==> src/rtl/eerd_pkg.sv <==
package eerd_pkg;

    localparam int DATA_W   = 16;
    localparam int ADDR_MAX = 8;
    localparam int ADDR_MIN = 6;
    localparam int OP_W     = 3;
    localparam int CMD_W    = OP_W + ADDR_MAX;
    localparam int CNT_W    = $clog2(DATA_W + 1) + 1;
    localparam logic [OP_W-1:0] READ_OP = 3'b110;

    typedef enum logic [2:0] {
        ST_IDLE,
        ST_SEL,
        ST_CMD_LO,
        ST_CMD_HI,
        ST_RD_LO,
        ST_RD_HI,
        ST_TAIL
    } phase_e;

    typedef struct packed {
        logic cs;
        logic sk;
        logic di;
    } pins_t;

    // Left-aligned command: opcode, then address, then padding in 6-bit mode
    function automatic logic [CMD_W-1:0] build_cmd(input logic [ADDR_MAX-1:0] a,
                                                   input logic wide);
        logic [CMD_W-1:0] c;
        if (wide)
            c = {READ_OP, a};
        else
            c = {READ_OP, a[ADDR_MIN-1:0], {(ADDR_MAX-ADDR_MIN){1'b0}}};
        return c;
    endfunction

    function automatic logic [CNT_W-1:0] cmd_len(input logic wide);
        return wide ? CNT_W'(OP_W + ADDR_MAX) : CNT_W'(OP_W + ADDR_MIN);
    endfunction

    function automatic pins_t pins_of(input phase_e p, input logic msb);
        pins_t o;
        o.cs = (p != ST_IDLE) && (p != ST_TAIL);
        o.sk = (p == ST_CMD_HI) || (p == ST_RD_HI);
        o.di = ((p == ST_CMD_LO) || (p == ST_CMD_HI)) && msb;
        return o;
    endfunction

endpackage

==> src/rtl/eerd_halfper.sv <==
module eerd_halfper #(
    parameter int HP_W = 8
) (
    input  logic            clk,
    input  logic            rst,
    input  logic            load,
    input  logic [HP_W-1:0] hp_in,
    input  logic            run,
    output logic            tick
);
    logic [HP_W-1:0] hp_q;
    logic [HP_W-1:0] cnt_q;

    assign tick = run && (cnt_q == hp_q - HP_W'(1));

    always_ff @(posedge clk) begin
        if (rst) begin
            hp_q  <= HP_W'(1);
            cnt_q <= '0;
        end else begin
            if (load)
                hp_q <= (hp_in == '0) ? HP_W'(1) : hp_in;
            if (!run || tick)
                cnt_q <= '0;
            else
                cnt_q <= cnt_q + HP_W'(1);
        end
    end

    // the counter never passes the captured half-period
    cnt_in_range_chk: assert property (@(posedge clk) disable iff (rst)
        run |-> (cnt_q < hp_q));

endmodule

==> src/rtl/eerd_seq.sv <==
module eerd_seq
    import eerd_pkg::*;
(
    input  logic                clk,
    input  logic                rst,
    input  logic                start,
    input  logic                addr8,
    input  logic [ADDR_MAX-1:0] addr,
    input  logic                tick,
    input  logic                ee_do,
    output logic                load,
    output logic                busy,
    output logic                done,
    output logic [DATA_W-1:0]   word,
    output logic                ee_cs,
    output logic                ee_sk,
    output logic                ee_di
);
    phase_e             st_q, st_d;
    logic [CMD_W-1:0]   sr_q, sr_d;
    logic [CNT_W-1:0]   cnt_q, cnt_d;
    logic [DATA_W-1:0]  word_q, word_d;
    logic               done_d;
    pins_t              pins_q, pins_d;

    assign busy = (st_q != ST_IDLE);
    assign load = start && (st_q == ST_IDLE);

    always_comb begin
        st_d   = st_q;
        sr_d   = sr_q;
        cnt_d  = cnt_q;
        word_d = word_q;
        done_d = 1'b0;
        case (st_q)
            ST_IDLE: if (start) begin
                st_d  = ST_SEL;
                sr_d  = build_cmd(addr, addr8);
                cnt_d = cmd_len(addr8);
            end
            ST_SEL:    if (tick) st_d = ST_CMD_LO;
            ST_CMD_LO: if (tick) st_d = ST_CMD_HI;
            ST_CMD_HI: if (tick) begin
                if (cnt_q == CNT_W'(1)) begin
                    st_d  = ST_RD_LO;
                    cnt_d = CNT_W'(DATA_W);
                end else begin
                    st_d  = ST_CMD_LO;
                    cnt_d = cnt_q - CNT_W'(1);
                    sr_d  = {sr_q[CMD_W-2:0], 1'b0};
                end
            end
            ST_RD_LO: if (tick)
                st_d = (cnt_q == '0) ? ST_TAIL : ST_RD_HI;
            ST_RD_HI: if (tick) begin
                st_d   = ST_RD_LO;
                word_d = {word_q[DATA_W-2:0], ee_do};
                cnt_d  = cnt_q - CNT_W'(1);
            end
            ST_TAIL: if (tick) begin
                st_d   = ST_IDLE;
                done_d = 1'b1;
            end
            default: st_d = ST_IDLE;
        endcase
    end

    assign pins_d = pins_of(st_d, sr_d[CMD_W-1]);

    always_ff @(posedge clk) begin
        if (rst) begin
            st_q   <= ST_IDLE;
            sr_q   <= '0;
            cnt_q  <= '0;
            word_q <= '0;
            done   <= 1'b0;
            pins_q <= '0;
        end else begin
            st_q   <= st_d;
            sr_q   <= sr_d;
            cnt_q  <= cnt_d;
            word_q <= word_d;
            done   <= done_d;
            pins_q <= pins_d;
        end
    end

    assign word  = word_q;
    assign ee_cs = pins_q.cs;
    assign ee_sk = pins_q.sk;
    assign ee_di = pins_q.di;


    di_steady_high_chk: assert property (@(posedge clk) disable iff (rst)
        ee_sk |=> (!ee_sk || $stable(ee_di)));


    sk_inside_cs_chk: assert property (@(posedge clk) disable iff (rst)
        ee_sk |-> ee_cs);


    done_single_chk: assert property (@(posedge clk) disable iff (rst)
        done |=> !done);


    cs_rise_quiet_chk: assert property (@(posedge clk) disable iff (rst)
        $rose(ee_cs) |-> (!ee_sk && !ee_di));


    cs_fall_low_chk: assert property (@(posedge clk) disable iff (rst)
        $fell(ee_cs) |-> (!ee_sk && !$past(ee_sk)));


    busy_start_ignored_chk: assert property (@(posedge clk) disable iff (rst)
        (busy && start && st_q != ST_TAIL) |=> busy);

endmodule

==> src/rtl/eeprom_word_reader.sv <==
module eeprom_word_reader
    import eerd_pkg::*;
#(
    parameter int HP_W = 8
) (
    input  logic                clk,
    input  logic                rst,
    input  logic                start,
    input  logic                addr8,
    input  logic [ADDR_MAX-1:0] addr,
    input  logic [HP_W-1:0]     half_period,
    output logic                busy,
    output logic                done,
    output logic [DATA_W-1:0]   word,
    output logic                ee_cs,
    output logic                ee_sk,
    output logic                ee_di,
    input  logic                ee_do
);
    logic tick;
    logic load;

    eerd_halfper #(.HP_W(HP_W)) u_div (
        .clk   (clk),
        .rst   (rst),
        .load  (load),
        .hp_in (half_period),
        .run   (busy),
        .tick  (tick)
    );

    eerd_seq u_seq (
        .clk   (clk),
        .rst   (rst),
        .start (start),
        .addr8 (addr8),
        .addr  (addr),
        .tick  (tick),
        .ee_do (ee_do),
        .load  (load),
        .busy  (busy),
        .done  (done),
        .word  (word),
        .ee_cs (ee_cs),
        .ee_sk (ee_sk),
        .ee_di (ee_di)
    );

endmodule

==> config.mk <==
export PLATFORM = sky130hd
export DESIGN_NAME = eeprom_word_reader
export DESIGN_NICKNAME = d
export VERILOG_FILES = /design/src/rtl/eerd_pkg.sv /design/src/rtl/eerd_halfper.sv /design/src/rtl/eerd_seq.sv /design/src/rtl/eeprom_word_reader.sv
export SDC_FILE = /design/constraint.sdc
export NUM_CORES = 1
export LEC_CHECK = 0
export ABC_AREA = 1
export BUFFER_PORTS_ARGS = -buffer_cell sky130_fd_sc_hd__buf_2
export CAP_MARGIN = 20
export CORE_MARGIN = 3
export CORE_UTILIZATION = 50
export CTS_CLUSTER_SIZE = 14
export DETAILED_ROUTE_END_ITERATION = 8
export PLACE_DENSITY = 0.71
export SYNTH_ARGS = -nofsm -noshare
export SYNTH_HDL_FRONTEND = slang
export SYNTH_HIERARCHICAL = 1
export SYNTH_SLANG_ARGS = --single-unit
==> constraint.sdc <==
create_clock -name clk -period 2.5 [get_ports clk]
set_input_delay 0.25 -clock clk [delete_from_list [all_inputs] [get_ports clk]]
set_output_delay 0.25 -clock clk [all_outputs]
set_load 0.02 [all_outputs]
After elaboration in Yosys (flattened, before gate mapping)
Index checks and enable logic that the tools add are counted.
- multiplexer cells: 23
- equal/unequal tests: 16
- add/sub/neg operators: 3
- reductions and logical operators: 20
- bitwise gates (word level): 1
- operators by type and width (kind ; count):
    2-to-1 mux 11 bit ; 3
    2-to-1 mux 3 bit ; 8
    2-to-1 mux 6 bit ; 4
    one-hot mux 11 bit (2 select lines) ; 1
    one-hot mux 3 bit (7 select lines) ; 1
    one-hot mux 6 bit (3 select lines) ; 1
    2-to-1 mux 8 bit ; 2
    equality test 3 x 2 -> 1 bit (second input constant) ; 4
    equality test 3 bit (second input constant) ; 4
    nonzero test 3 bit ; 3
    adder 8 x 1 -> 8 bit (second input constant) ; 1
    equality test 8 bit ; 1
    zero test 8 bit ; 1
    inequality test 2 bit (second input constant) ; 4
    AND reduction 4 bit ; 2
    subtractor 8 x 1 -> 8 bit (second input constant) ; 1
    equality test 6 x 1 -> 1 bit (second input constant) ; 1
    zero test 6 bit ; 1
    subtractor 6 x 1 -> 6 bit (second input constant) ; 1
    logical AND 1 bit ; 4
    2-to-1 mux 2 bit ; 2
    OR reduction 2 bit ; 2
    equality test 3 x 1 -> 1 bit (second input constant) ; 1
    zero test 3 bit ; 1
    7 further kinds ; 9
- register bits: 56
- output and inout bits: 21

Logic depth before layout (Yosys ltp)
- word-level depth: 8
- gate-level depth with buffers: 24

By module
The synthesis kept the hierarchy.
- modules (own cells, without submodules) (module ; area each (µm²) ; cells an instance ; seq. area each (µm²) ; instances):
    eerd_seq ; 1865.5 ; 258 ; 800.8 ; 1
    eerd_halfper ; 912.1 ; 136 ; 320.3 ; 1

Worst setup path after synthesis
No wires, ideal clock.
- path kind: register to register
- from: reg u_div.hp_q[0]
- to: reg u_seq.pins_q (netlist bit u_seq/ee_cs)
- arrival time: 2.184 ns
- library setup time: 0.114 ns
- buffers on the path: 2
- required time: 2.386 ns
- slack: 0.203 ns
- stages on the path, launching flop included: 19
- cell sequence: dfxtp_1 > inv_1 > ha_1 > xor2_1 > nand3_1 > nor2_1 > nand2_1 > nor2_2 > nand2_2 > nor2_1 > buf_2 > clkbuf_1 > nand2_1 > nand2_1 > inv_1 > nand2_1 > nand2_1 > nand2_1 > nand2_1
- cells in the longest elaborated chain, start to end: 7
- elaborated cells on any way between the ends: 13
- RTL lines (item ; RTL line ; text):
    start, declared ; eerd_halfper.sv:11 ; logic [HP_W-1:0] hp_q;
    start signal, assigned ; eerd_halfper.sv:22 ; hp_q <= (hp_in == '0) ? HP_W'(1) : hp_in;
    subtractor 8 x 1 -> 8 bit * ; eerd_halfper.sv:14 ; assign tick = run && (cnt_q == hp_q - HP_W'(1));
    equality test 8 bit * ; eerd_halfper.sv:14 ;
    logical AND 1 bit * ; eerd_halfper.sv:14 ;
    net tick ; eeprom_word_reader.sv:20 ; logic tick;
    2-to-1 mux 3 bit (tied with other cells) ; eerd_seq.sv:60 ; ST_TAIL: if (tick) begin
    one-hot mux 3 bit (7 select lines) * ; eerd_seq.sv:35 ; case (st_q)
    inequality test 3 bit / nonzero test 3 bit (equally long branches) ; eerd_pkg.sv:44 ; o.cs = (p != ST_IDLE) && (p != ST_TAIL);
    logical AND 1 bit * ; eerd_pkg.sv:44 ;
    end signal, assigned ; eerd_seq.sv:84 ; pins_q <= pins_d;
    end, declared ; eerd_seq.sv:24 ; pins_t pins_q, pins_d;
Mark *: on every way through the listed nets, which the timed path passes. The rest lies on a longest branch.
A chain may end at the register's enable or synchronous reset.

Final worst setup path
Same ends and word-level chain as after synthesis.

==> impl_summary.md <==
Finish
The number of antenna cells inserted is 0. Measured on the finished design, the core utilization comes to between 60% and 70%. For this run, the post-layout net count is roughly 460.

The area growth from synthesis to layout is 15.3%. The finished cells cover 0.00320 mm². In the final layout, the share of cells above drive strength 1 is roughly 22%.

Drt
The routed length per instance is roughly 12 µm. The number of optimization iterations in the first detailed-route pass is 4. The count of nets left with antenna violations once routing finished came out at 0. The number of design rule violations left after detail routing is 0. The via-per-instance ratio is approximately 5.0. After detailed routing, the total wire length is 5.84 mm.

For this block, the via count after detailed routing is roughly 2500. The DRC violation total after the first TritonRoute iteration is 135.

STA
The share of the cycle needed by the critical path after routing is 90.1%. On the final layout, the worst clock skew is ~0.0034 ns. On the final layout, the worst hold slack is 0.195 ns. In this run the tightest slew margin relative to its limit is about two thirds. The minimum period implied by the final worst setup slack is 2.25 ns. The final number of hold-violating endpoints was 0. The final setup TNS is 0 ns.

The setup violation total in the final timing report is 0. The slew at the pin closest to its max-slew limit is 0.480 ns. The final number of max-transition violations is 0.

Derived from the worst setup path, the maximum achievable clock frequency is 444 MHz.

Placement
At the end of routability-driven placement, the weighted congestion stood at ~0.88. In this run the cell area measured after placement is 0.00305 mm². The count of buffers from port buffering is between 40 and 50. The wire-length estimate of the detail-placed layout is 4.28 mm.

Setup path
The critical path endpoint category is a flop. The data arrival time of the critical path is 2.46 ns. The type of the worst setup path is flop to flop. In this run the critical register-to-register path is launched from u_div/hp_q[0]. The endpoint of the lowest-slack register-to-register path is u_seq/ee_cs. The top fanout value on the critical path is 6. The endpoint required time on the critical path is 2.71 ns. The category of the worst setup path launch point is a flop.

The number of cells on the worst reg-to-reg path is 22. Setup slack on the worst reg-to-reg path comes out at between 0.2 and 0.25 ns.

GRT
The initial antenna violation count came to 0. The global-route congestion overflow total is 0. The first-pass GRT wire length is 9.96 mm. Entering global routing, the biggest net connects 21 pins. Global routing used 18.8% of the available tracks. The via count of the first global-routing pass came to around 2300.

Power
The switching power of the nets is ~500 µW. Internal power comes to 1350 µW. The total power density per cell area is 577 mW/mm².

The static power due to leakage is around 0.0014 µW. The combinational share of power is 16.3%. The sequential cell fraction of total power is 52.5%. The design draws 1850 µW. The clock share of power is between 30% and 40%.

The net switching share of the total power is 27.1%. The worst voltage drop across the vdd grid is 0.389 mV.

Clock tree
The clock tree from TritonCTS is yes. The register clock-pin slew on the reported worst setup and hold paths is 0.09 ns. For the worst-skew pair, the clock arrives at the later sink with an insertion delay of 0.30 ns. The number of sinks on the clock net is between 50 and 60.

The clock passes through at most 2 buffers. The total CTS buffers is 5. The clock tree root driver cell is sky130_fd_sc_hd__clkbuf_8. The deepest level of the CTS H-tree is 2. In this run, post-CTS hold repair placed 0 buffers.

Logic synthesis
The number of distinct standard cells referenced by the synthesized netlist is 34. The number of register bits inferred by synthesis is 56. The area share of the largest cell type after synthesis is 40.4%.

The net count after synthesis is 420. The sequential area share after synthesis is 40.4%. Sorting the synthesized cells by area gives the leading types as sky130_fd_sc_hd__dfxtp_1, sky130_fd_sc_hd__nand2_1, sky130_fd_sc_hd__nand3_1. Summed over all instances, the cell type with the most area after synthesis is sky130_fd_sc_hd__dfxtp_1. The synthesized netlist cell count is between 300 and 400. For this run, the number of Yosys warnings is 6. After synthesis, the mean cell area works out to 7.05 µm². In this run the cell area of the synthesized design comes to 0.00278 mm².

Floorplanning
In this run the core area contains 26 standard-cell rows. Pin placement for this block handled 42 I/O pins. The floorplan step set the die width to ~81 µm. For this configuration, the core starts out at a cell density of 53.0%. The die area is around 0.0065 mm². The total area inside the core boundary comes to 0.00524 mm².

From bottom edge to top edge, the die measures 80.5 µm.

Hold path
The startpoint of the worst hold path is half_period[6]. The end point of the most critical hold path is u_div/hp_q[6]. The cell depth of the worst min-delay path is 3. The kind of path behind the tightest hold check is primary input to flop.

Outcome
The flow ran to the end, and the final reports show no timing, DRC or antenna violations.

Run
Across the run, the number of max-cap violations was 0.
synthesized netlist by cell type, drive strengths merged:
master,number
a21oi,32
a22oi,1
a31o,2
a31oi,7
buf,6
clkbuf,5
clkinv,2
dfxtp,56
ha,5
inv,42
nand2,101
nand3,42
nand4,3
nor2,41
nor3,4
nor4,1
o211ai,7
o21ai,18
o22ai,1
o31ai,1
or2,6
xnor2,5
xor2,6
state kept, by name (all words and copies together) (netlist names), 3 cells and up:
| name | cells |
|---|---|
| u_seq/word | 16 |
| u_div/hp_q | 8 |
| u_seq/sr_q | 11 |
| u_seq/cnt_q | 6 |
| u_div/cnt_q | 8 |
| u_seq/st_q | 3 |
cells in the final DEF, fill, tap and decap left out, types with 8 or more instances in the layout:
master / n
sky130_fd_sc_hd__nand2_1: 92
sky130_fd_sc_hd__o21ai_0: 16
sky130_fd_sc_hd__inv_1: 33
sky130_fd_sc_hd__a21oi_1: 31
sky130_fd_sc_hd__nand2_2: 8
sky130_fd_sc_hd__nor2_1: 32
sky130_fd_sc_hd__nor2_2: 8
sky130_fd_sc_hd__nand3_1: 39
sky130_fd_sc_hd__buf_2: 42
sky130_fd_sc_hd__dfxtp_1: 54
repair_timing:
item | 4_1_cts | 5_1_grt
gates resized for setup | 0 | 14
endpoints found under the setup margin | 0 | 37
buffers inserted | 0 | 1
hold endpoints to repair | 0 | 0
worst max-delay path: stages (launching register included):
cell and delay [ns]:
sky130_fd_sc_hd__dfxtp_2 0.35, sky130_fd_sc_hd__inv_4 0.08, sky130_fd_sc_hd__ha_4 0.15, sky130_fd_sc_hd__inv_1 0.04, sky130_fd_sc_hd__nand2_1 0.07, sky130_fd_sc_hd__nand2_1 0.05
sky130_fd_sc_hd__nand2_1 0.05, sky130_fd_sc_hd__nand3_1 0.08, sky130_fd_sc_hd__nor2_1 0.10, sky130_fd_sc_hd__nand2_1 0.06, sky130_fd_sc_hd__nor2_2 0.11, sky130_fd_sc_hd__nand2_2 0.10
sky130_fd_sc_hd__nor2_4 0.13, sky130_fd_sc_hd__buf_6 0.13, sky130_fd_sc_hd__nand3_1 0.07, sky130_fd_sc_hd__nand2_1 0.09, sky130_fd_sc_hd__nor2_1 0.05, sky130_fd_sc_hd__nor2_1 0.14
sky130_fd_sc_hd__nor2_2 0.07, sky130_fd_sc_hd__nand2_1 0.08, sky130_fd_sc_hd__nand2_1 0.05, sky130_fd_sc_hd__nand2_1 0.05, sky130_fd_sc_hd__nand2_1 0.04
area by class of cell:
type	instances	area [µm²]
clock inverter	2	35.0
tap	70	87.6
sequential	56	1120
inverter	44	171
multi-input combinational	283	1470
timing repair buffer	46	244
fill	514	2040
clock buffer	6	72.6
per-layer routing:
metal	global-route usage, %	part of all wire [%]	routed length (µm)	up-vias
met3	3.92	3.8	222	5
li1	-	-	-	1371
met2	29.6	44	2600	44
met5	0	0	0	-
met4	4.56	0.72	42	0
met1	26.3	51	2980	1118
metrics by stage:
stage	cells	worst slack, ns
floorplan	394	0.203
global placement	497	0.182
detailed placement	497	0.139
CTS	505	0.133
global route	507	-0.0205
finish	507	0.246
power groups by stage:
stage	clock [µW]	combinational (µW)	sequential [µW]
detailed placement	0	285	987
global route	633	344	975
global placement	0	281	987
floorplan	0	222	979
CTS	599	287	967
finish	576	302	970
cell families (layout without fill, tap and decap cells):
family,Yosys count,in the layout,share of synthesized area [%]
compound gates,69,69,14.4
xor+xnor,11,11,3.47
fa+ha+maj,5,5,2.25
buf+inv,55,98,7.79
flops,56,56,40.4
simple gates,198,198,31.7
worst max-delay path by stage:
stage,start,end,slack (ns)
2_1_floorplan,u_div/hp_q[0],u_seq/ee_cs,0.20
3_3_place_gp,u_div/hp_q[0],u_seq/ee_cs,0.18
3_5_place_dp,u_div/hp_q[0],u_seq/word[8],0.14
4_1_cts,u_div/hp_q[0],u_seq/ee_sk,0.13
5_1_grt,u_div/hp_q[1],u_seq/ee_cs,-0.02
6_report,u_div/hp_q[0],u_seq/ee_cs,0.25
Power figures use the tool's default switching activity.
